$ cat src/rtl/i2c_irq_status_pkg.sv
package i2c_irq_status_pkg;
  localparam int REG_W = 16;

  localparam int ADR_STATUS = 0;
  localparam int ADR_ENABLE = 1;
  localparam int ADR_WAKE   = 2;

  localparam int RX_BIT   = 3;
  localparam int TX_BIT   = 4;
  localparam int BUSY_BIT = 12;
  localparam int DR_WAKE_BIT = 3;
  localparam int GC_WAKE_BIT = 5;
  localparam int ST_WAKE_BIT = 6;
  localparam int BF_WAKE_BIT = 8;

  localparam logic [REG_W-1:0] STORE_MASK     = 16'h6F1F;
  localparam logic [REG_W-1:0] EN_MASK        = 16'h601F;
  localparam logic [REG_W-1:0] WAKE_MASK      = 16'h636F;
  localparam logic [REG_W-1:0] WAKE_STAT_MASK = 16'h6207;

  typedef struct packed {
    logic             wrStatus;
    logic             wrEnable;
    logic             wrWake;
    logic [REG_W-1:0] data;
  } ctrlStrobes_t;
endpackage

$ cat src/rtl/i2c_irq_status_ctrl.sv
module i2c_irq_status_ctrl
  import i2c_irq_status_pkg::*;
#(
  parameter int ADDR_W = 3
) (
  input  logic [ADDR_W-1:0] regAddr,
  input  logic              regWrEn,
  input  logic [REG_W-1:0]  regWrData,
  input  logic [REG_W-1:0]  statusQ,
  input  logic [REG_W-1:0]  enableQ,
  input  logic [REG_W-1:0]  wakeQ,
  input  logic              busBusy,
  output ctrlStrobes_t      strb,
  output logic [REG_W-1:0]  regRdData
);
  localparam logic [ADDR_W-1:0] A_ST = ADDR_W'(ADR_STATUS);
  localparam logic [ADDR_W-1:0] A_EN = ADDR_W'(ADR_ENABLE);
  localparam logic [ADDR_W-1:0] A_WK = ADDR_W'(ADR_WAKE);

  logic selSt, selEn, selWk;
  assign selSt = (regAddr == A_ST);
  assign selEn = (regAddr == A_EN);
  assign selWk = (regAddr == A_WK);

  always_comb begin
    strb.wrStatus = regWrEn & selSt;
    strb.wrEnable = regWrEn & selEn;
    strb.wrWake   = regWrEn & selWk;
    strb.data     = regWrData;
  end

  logic [REG_W-1:0] busyWord;
  assign busyWord = {{(REG_W-1){1'b0}}, busBusy} << BUSY_BIT;

  always_comb begin
    regRdData = '0;
    if (selSt)      regRdData = statusQ | busyWord;
    else if (selEn) regRdData = enableQ;
    else if (selWk) regRdData = wakeQ;
  end
endmodule

$ cat src/rtl/i2c_irq_status_dp.sv
module i2c_irq_status_dp
  import i2c_irq_status_pkg::*;
(
  input  logic             clk,
  input  logic             rstN,
  input  ctrlStrobes_t     strb,
  input  logic [REG_W-1:0] evPulse,
  input  logic             rxReady,
  input  logic             txReady,
  input  logic             busBusy,
  input  logic             genCallPulse,
  input  logic             startPulse,
  output logic [REG_W-1:0] statusQ,
  output logic [REG_W-1:0] enableQ,
  output logic [REG_W-1:0] wakeQ,
  output logic             irqReq,
  output logic             wakeReq
);
  logic [REG_W-1:0] stNext;
  logic unusedEv;
  assign unusedEv = ^(evPulse & ~STORE_MASK);

  for (genvar i = 0; i < REG_W; i++) begin : gStat
    if (STORE_MASK[i]) begin : gKeep
      logic clrHit, setHit;
      assign clrHit = strb.wrStatus & strb.data[i];
      if (i == RX_BIT || i == TX_BIT) begin : gLevel
        logic lvl;
        assign lvl    = (i == RX_BIT) ? rxReady : txReady;
        assign setHit = evPulse[i] | (lvl & ~clrHit);
      end else begin : gPulse
        assign setHit = evPulse[i];
      end
      assign stNext[i] = setHit | (statusQ[i] & ~clrHit);
    end else begin : gZero
      assign stNext[i] = 1'b0;
    end
  end

  always_ff @(posedge clk or negedge rstN) begin
    if (!rstN) statusQ <= '0;
    else       statusQ <= stNext;
  end

  always_ff @(posedge clk or negedge rstN) begin
    if (!rstN)              enableQ <= '0;
    else if (strb.wrEnable) enableQ <= strb.data & EN_MASK;
  end

  always_ff @(posedge clk or negedge rstN) begin
    if (!rstN)            wakeQ <= '0;
    else if (strb.wrWake) wakeQ <= strb.data & WAKE_MASK;
  end

  logic busPrev;
  logic [2:0] wkEvQ;
  always_ff @(posedge clk or negedge rstN) begin
    if (!rstN) begin
      busPrev <= 1'b0;
      wkEvQ   <= '0;
    end else begin
      busPrev <= busBusy;
      wkEvQ   <= {busPrev & ~busBusy, startPulse, genCallPulse};
    end
  end

  logic statWake, drWake, evWake;
  assign statWake = |(statusQ & wakeQ & WAKE_STAT_MASK);
  assign drWake   = wakeQ[DR_WAKE_BIT] & (statusQ[RX_BIT] | statusQ[TX_BIT]);
  assign evWake   = (wakeQ[GC_WAKE_BIT] & wkEvQ[0]) |
                    (wakeQ[ST_WAKE_BIT] & wkEvQ[1]) |
                    (wakeQ[BF_WAKE_BIT] & wkEvQ[2]);

  assign irqReq  = |(statusQ & enableQ);
  assign wakeReq = statWake | drWake | evWake;
endmodule

$ cat src/rtl/i2c_irq_status.sv
module i2c_irq_status
  import i2c_irq_status_pkg::*;
#(
  parameter int ADDR_W = 3
) (
  input  logic              clk,
  input  logic              rstN,
  input  logic [ADDR_W-1:0] regAddr,
  input  logic              regWrEn,
  input  logic [15:0]       regWrData,
  output logic [15:0]       regRdData,
  input  logic [15:0]       evPulse,
  input  logic              rxReady,
  input  logic              txReady,
  input  logic              busBusy,
  input  logic              genCallPulse,
  input  logic              startPulse,
  output logic              irqReq,
  output logic              wakeReq
);
  ctrlStrobes_t     strb;
  logic [REG_W-1:0] statusQ, enableQ, wakeQ;

  i2c_irq_status_ctrl #(.ADDR_W(ADDR_W)) uCtrl (
    .regAddr(regAddr), .regWrEn(regWrEn), .regWrData(regWrData),
    .statusQ(statusQ), .enableQ(enableQ), .wakeQ(wakeQ),
    .busBusy(busBusy), .strb(strb), .regRdData(regRdData)
  );

  i2c_irq_status_dp uDp (
    .clk(clk), .rstN(rstN), .strb(strb), .evPulse(evPulse),
    .rxReady(rxReady), .txReady(txReady), .busBusy(busBusy),
    .genCallPulse(genCallPulse), .startPulse(startPulse),
    .statusQ(statusQ), .enableQ(enableQ), .wakeQ(wakeQ),
    .irqReq(irqReq), .wakeReq(wakeReq)
  );
endmodule

$ cat config.mk
export PLATFORM = sky130hd
export DESIGN_NAME = i2c_irq_status
export DESIGN_NICKNAME = d
export VERILOG_FILES = /design/src/rtl/i2c_irq_status_pkg.sv /design/src/rtl/i2c_irq_status_ctrl.sv /design/src/rtl/i2c_irq_status_dp.sv /design/src/rtl/i2c_irq_status.sv
export SDC_FILE = /design/constraint.sdc
export NUM_CORES = 1
export LEC_CHECK = 0
export BUFFER_PORTS_ARGS = -buffer_cell sky130_fd_sc_hd__buf_2
export CORE_MARGIN = 2
export CORE_UTILIZATION = 48
export CTS_CLUSTER_SIZE = 30
export DETAILED_ROUTE_END_ITERATION = 16
export PLACE_DENSITY = 0.86
export SETUP_SLACK_MARGIN = 0.15
export SLEW_MARGIN = 20
export SYNTH_ARGS = -nofsm -noshare
export SYNTH_HDL_FRONTEND = slang
export SYNTH_SLANG_ARGS = --single-unit
$ cat constraint.sdc
create_clock -name clk -period 1.45 [get_ports clk]
set_clock_uncertainty 0.1 [all_clocks]
set_input_delay 0.29 -clock clk [delete_from_list [all_inputs] [get_ports clk]]
set_output_delay 0.29 -clock clk [all_outputs]
set_load 0.1 [all_outputs]
==> metrics.md <==
| Metric | Value |
|---|---|
| YS warnings | `0` |
| Die height | `60.90 um` |
| Ant. Diodes | `0` |
| CP delay by family, top | `compound AO/OA/AOI/OAI gates` |
| Max Clk Rate | `around 440 MHz` |
| Post-Synthesis Cells | `between 100 and 150` |
| Most frequent cells in the layout | `buf_2 (32), dfrtp_1 (32), buf_4 (26)` |
| Syn Area/Cell | `12.14 sq um` |
| Critical path origin | `uDp.wakeQ[13]` |
| Sequential power share | `0.385` |
| CTS clk-pin slew, worst paths | `roughly 100 ps` |
| Seq. cell area | `800.8 sq um` |
| Port Buffers | `50` |
| GRT Util Overall | `0.3281` |
| HP Class | `in2reg` |
| Core area | `between 3000 and 4000 sq um` |
| Clock Sinks | `32` |
| Crit start category | `flip-flop` |
| Leak pwr | `between 1 and 1.5 nW` |
| Clk root buf | `clkbuf_4` |
| Nature of the critical path endpoint | `output port` |
| # IOs | `61` |
| Area grow syn2layout | `84.30%` |
| Critical path buffer and inverter count | `1` |
| Area contributors post-synth | `dfrtp_1 (52%), mux2_4 (9.7%), mux2i_1 (5.8%)` |
| Max Cap Viol | `0` |
| Sw Ratio | `0.3651` |
| Post-layout minimum cycle time | `2252 ps` |
| Cell Rows | `20` |
| Initial antenna violation count | `0` |
| Power per cell area | `between 1000 and 1500 nW/um^2` |
| First-pass GRT wire length | `8259 um` |
| Fin util | `0.9305` |
| Status | `finished with violations` |
| Fin. max-slew vios | `0` |
| Yosys top cell by area | `dfrtp_1` |
| Worst-Skew Late Latency | `approximately 360 ps` |
| CTS Buffer Depth | `2` |
| DP HPWL | `about 3300 um` |
| Pin count of the biggest net entering global routing | `30` |
| Final WS setup | `-801.9 ps` |
| Antenna viol nets, final | `0` |
| Initial detailed-routing violation count | `between 150 and 200` |
| Worst EP required | `roughly 1100 ps` |
| CTS tree | `done` |
| CP Class | `reg2out` |
| Placement Setup Slack | `-279.0 ps` |
| Vias in the first global route | `roughly 1.6k` |
| Footprint of the multi-input gates | `between 900 and 1000 sq um` |
| Die ar. | `3709 sq um` |
| Max FO, Critical Path | `2` |
| Min-Delay Startpoint | `evPulse[13]` |
| Worst r2r src | `uDp.statusQ[4]` |
| Fill cells | `96` |
| RSZ-0062 raised after global routing | `yes` |
| GPL Wtd Cong | `roughly 0.86` |
| Failing checks | `setup timing` |
| CP max stage cell | `dfrtp_1` |
| Design Area, Final | `around 2900 sq um` |
| Synth Cell Area | `1554 sq um` |
| Switching power | `1.067 mW` |
| Distinct cells, synth | `30` |
| First-pass DRT Iterations | `4` |
| Via density | `slightly above 6` |
| Share of cells above drive strength 1 | `0.6295` |
| DR WL/cell | `25.13 um` |
| DRC violations left | `0` |
| Via count | `about 1.6k` |
| Fin crit share | `1.553` |
| Initial Utilization | `0.5049` |
| Crit path DAT | `between 1500 and 2000 ps` |
| Seq/Total Area, Yosys | `0.5153` |
| Placed Instance Area | `2412 sq um` |
| Critical Path Max Stage Delay | `420 ps` |
| Final nets | `~270` |
| Crit-path cells | `a22o_1, a221oi_2, nand4_1, buf_8` |
| Grt ovf | `0` |
| Clock share of power | `0.206` |
| EDFF count, synth | `0` |
| Number of setup violations in the final report | `16` |
| Ys flop type | `dfrtp_1` |
| Yosys top cell area share | `0.5153` |
| TritonCTS buffer count | `5` |
| Yosys reg bits | `32` |
| Final hold violation count | `0` |
| H-tree levels | `2` |
| Async SR Flop Fraction | `1.000` |
| Worst vdd ir | `around 840 uV` |
| Post-route setup TNS | `-5377 ps` |
| Comb pwr share | `0.409` |
| Die X | `slightly above 60 um` |
| Total wire length | `6735 um` |
| Internal power | `around 1.9 mW` |
-- worst reg2reg max path, stage by stage (launching register included) --
cell and delay (ps):
dfrtp_1 440, buf_6 140, buf_4 120, nor3_1 210
a31oi_1 70
-- registers in the layout, indices dropped and copies added (netlist names) --
register     count
uDp.busPrev      1
uDp.enableQ      7
uDp.statusQ     11
uDp.wakeQ       10
uDp.wkEvQ        3
-- power groups by stage --
stage | clock [mW] | combinational (mW) | sequential [mW]
floorplan | 0 | 0.593 | 1.09
global placement | 0 | 0.935 | 1.10
detailed placement | 0 | 0.968 | 1.11
CTS | 0.599 | 1.09 | 1.10
global route | 0.641 | 1.24 | 1.13
finish | 0.602 | 1.20 | 1.13
-- stage by stage --
| stage | total power [mW] | hold WS, ps | cells |
|---|---|---|---|
| 2_1_floorplan | 1.687 | -105.6 | 129 |
| 3_3_place_gp | 2.033 | 7.186 | 245 |
| 3_5_place_dp | 2.078 | 11.68 | 245 |
| 4_1_cts | 2.785 | 2.058 | 262 |
| 5_1_grt | 3.003 | -1.354 | 268 |
| 6_report | 2.924 | 10.08 | 268 |
-- cell families after synthesis --
logic type,count (synthesis),share of synthesized area
AOI/OAI and AO/OA,25,0.1272
buffers and inverters,10,0.03623
DFF,32,0.5153
muxes,26,0.2053
other,1,0.002413
and+or+nand+nor,34,0.1135
-- layout make-up --
cell class | instances | share of cell area
inverter | 2 | 0.002621
sequential | 32 | 0.2796
timing repair buffer | 96 | 0.3403
clock buffer | 7 | 0.02272
tap | 44 | 0.01922
multi-input combinational | 87 | 0.3355
-- cell usage after synthesis (all sizes together) (2+ instances only) --
cell / count
and3: 2
inv: 2
buf: 6
mux2: 17
a31oi: 2
and2: 3
nor2: 7
a21o: 9
mux2i: 9
dfrtp: 32
nand2: 9
a222oi: 2
clkbuf: 2
a2bb2oi: 6
a22oi: 3
nor3: 6
-- path summary, 6_finish.rpt --
kind | endpoint | slack [ps] | cells after the start
min reg2reg | uDp.wkEvQ[2] | 440 | 1
max in group asynchronous | uDp.statusQ[3] | 690 | 3
max reg2reg | uDp.statusQ[4] | 250 | 4
max | wakeReq | -800 | 4
min | uDp.statusQ[13] | 10 | 2
min in group asynchronous | uDp.wkEvQ[0] | 170 | 2
-- what timing repair did --
action / 4_1_cts / 5_1_grt
pin swaps: 9 / 10
resized for setup: 30 / 17
gates cloned: 1 / 0
setup buffers: 5 / 4
endpoints found under the setup margin: 26 / 33
hold endpoints to repair: 35 / 2
hold buffers: 4 / 2
-- layer usage --
layer,part of all wire,global-route usage,vias up,wire (um)
li1,-,-,659,-
met5,0,0,-,0
met4,0.061,0.1553,0,413
met2,0.53,0.5883,130,3540
met3,0.078,0.1194,42,528
met1,0.33,0.3379,797,2252
No activity file was read; power rests on OpenSTA's default activity.
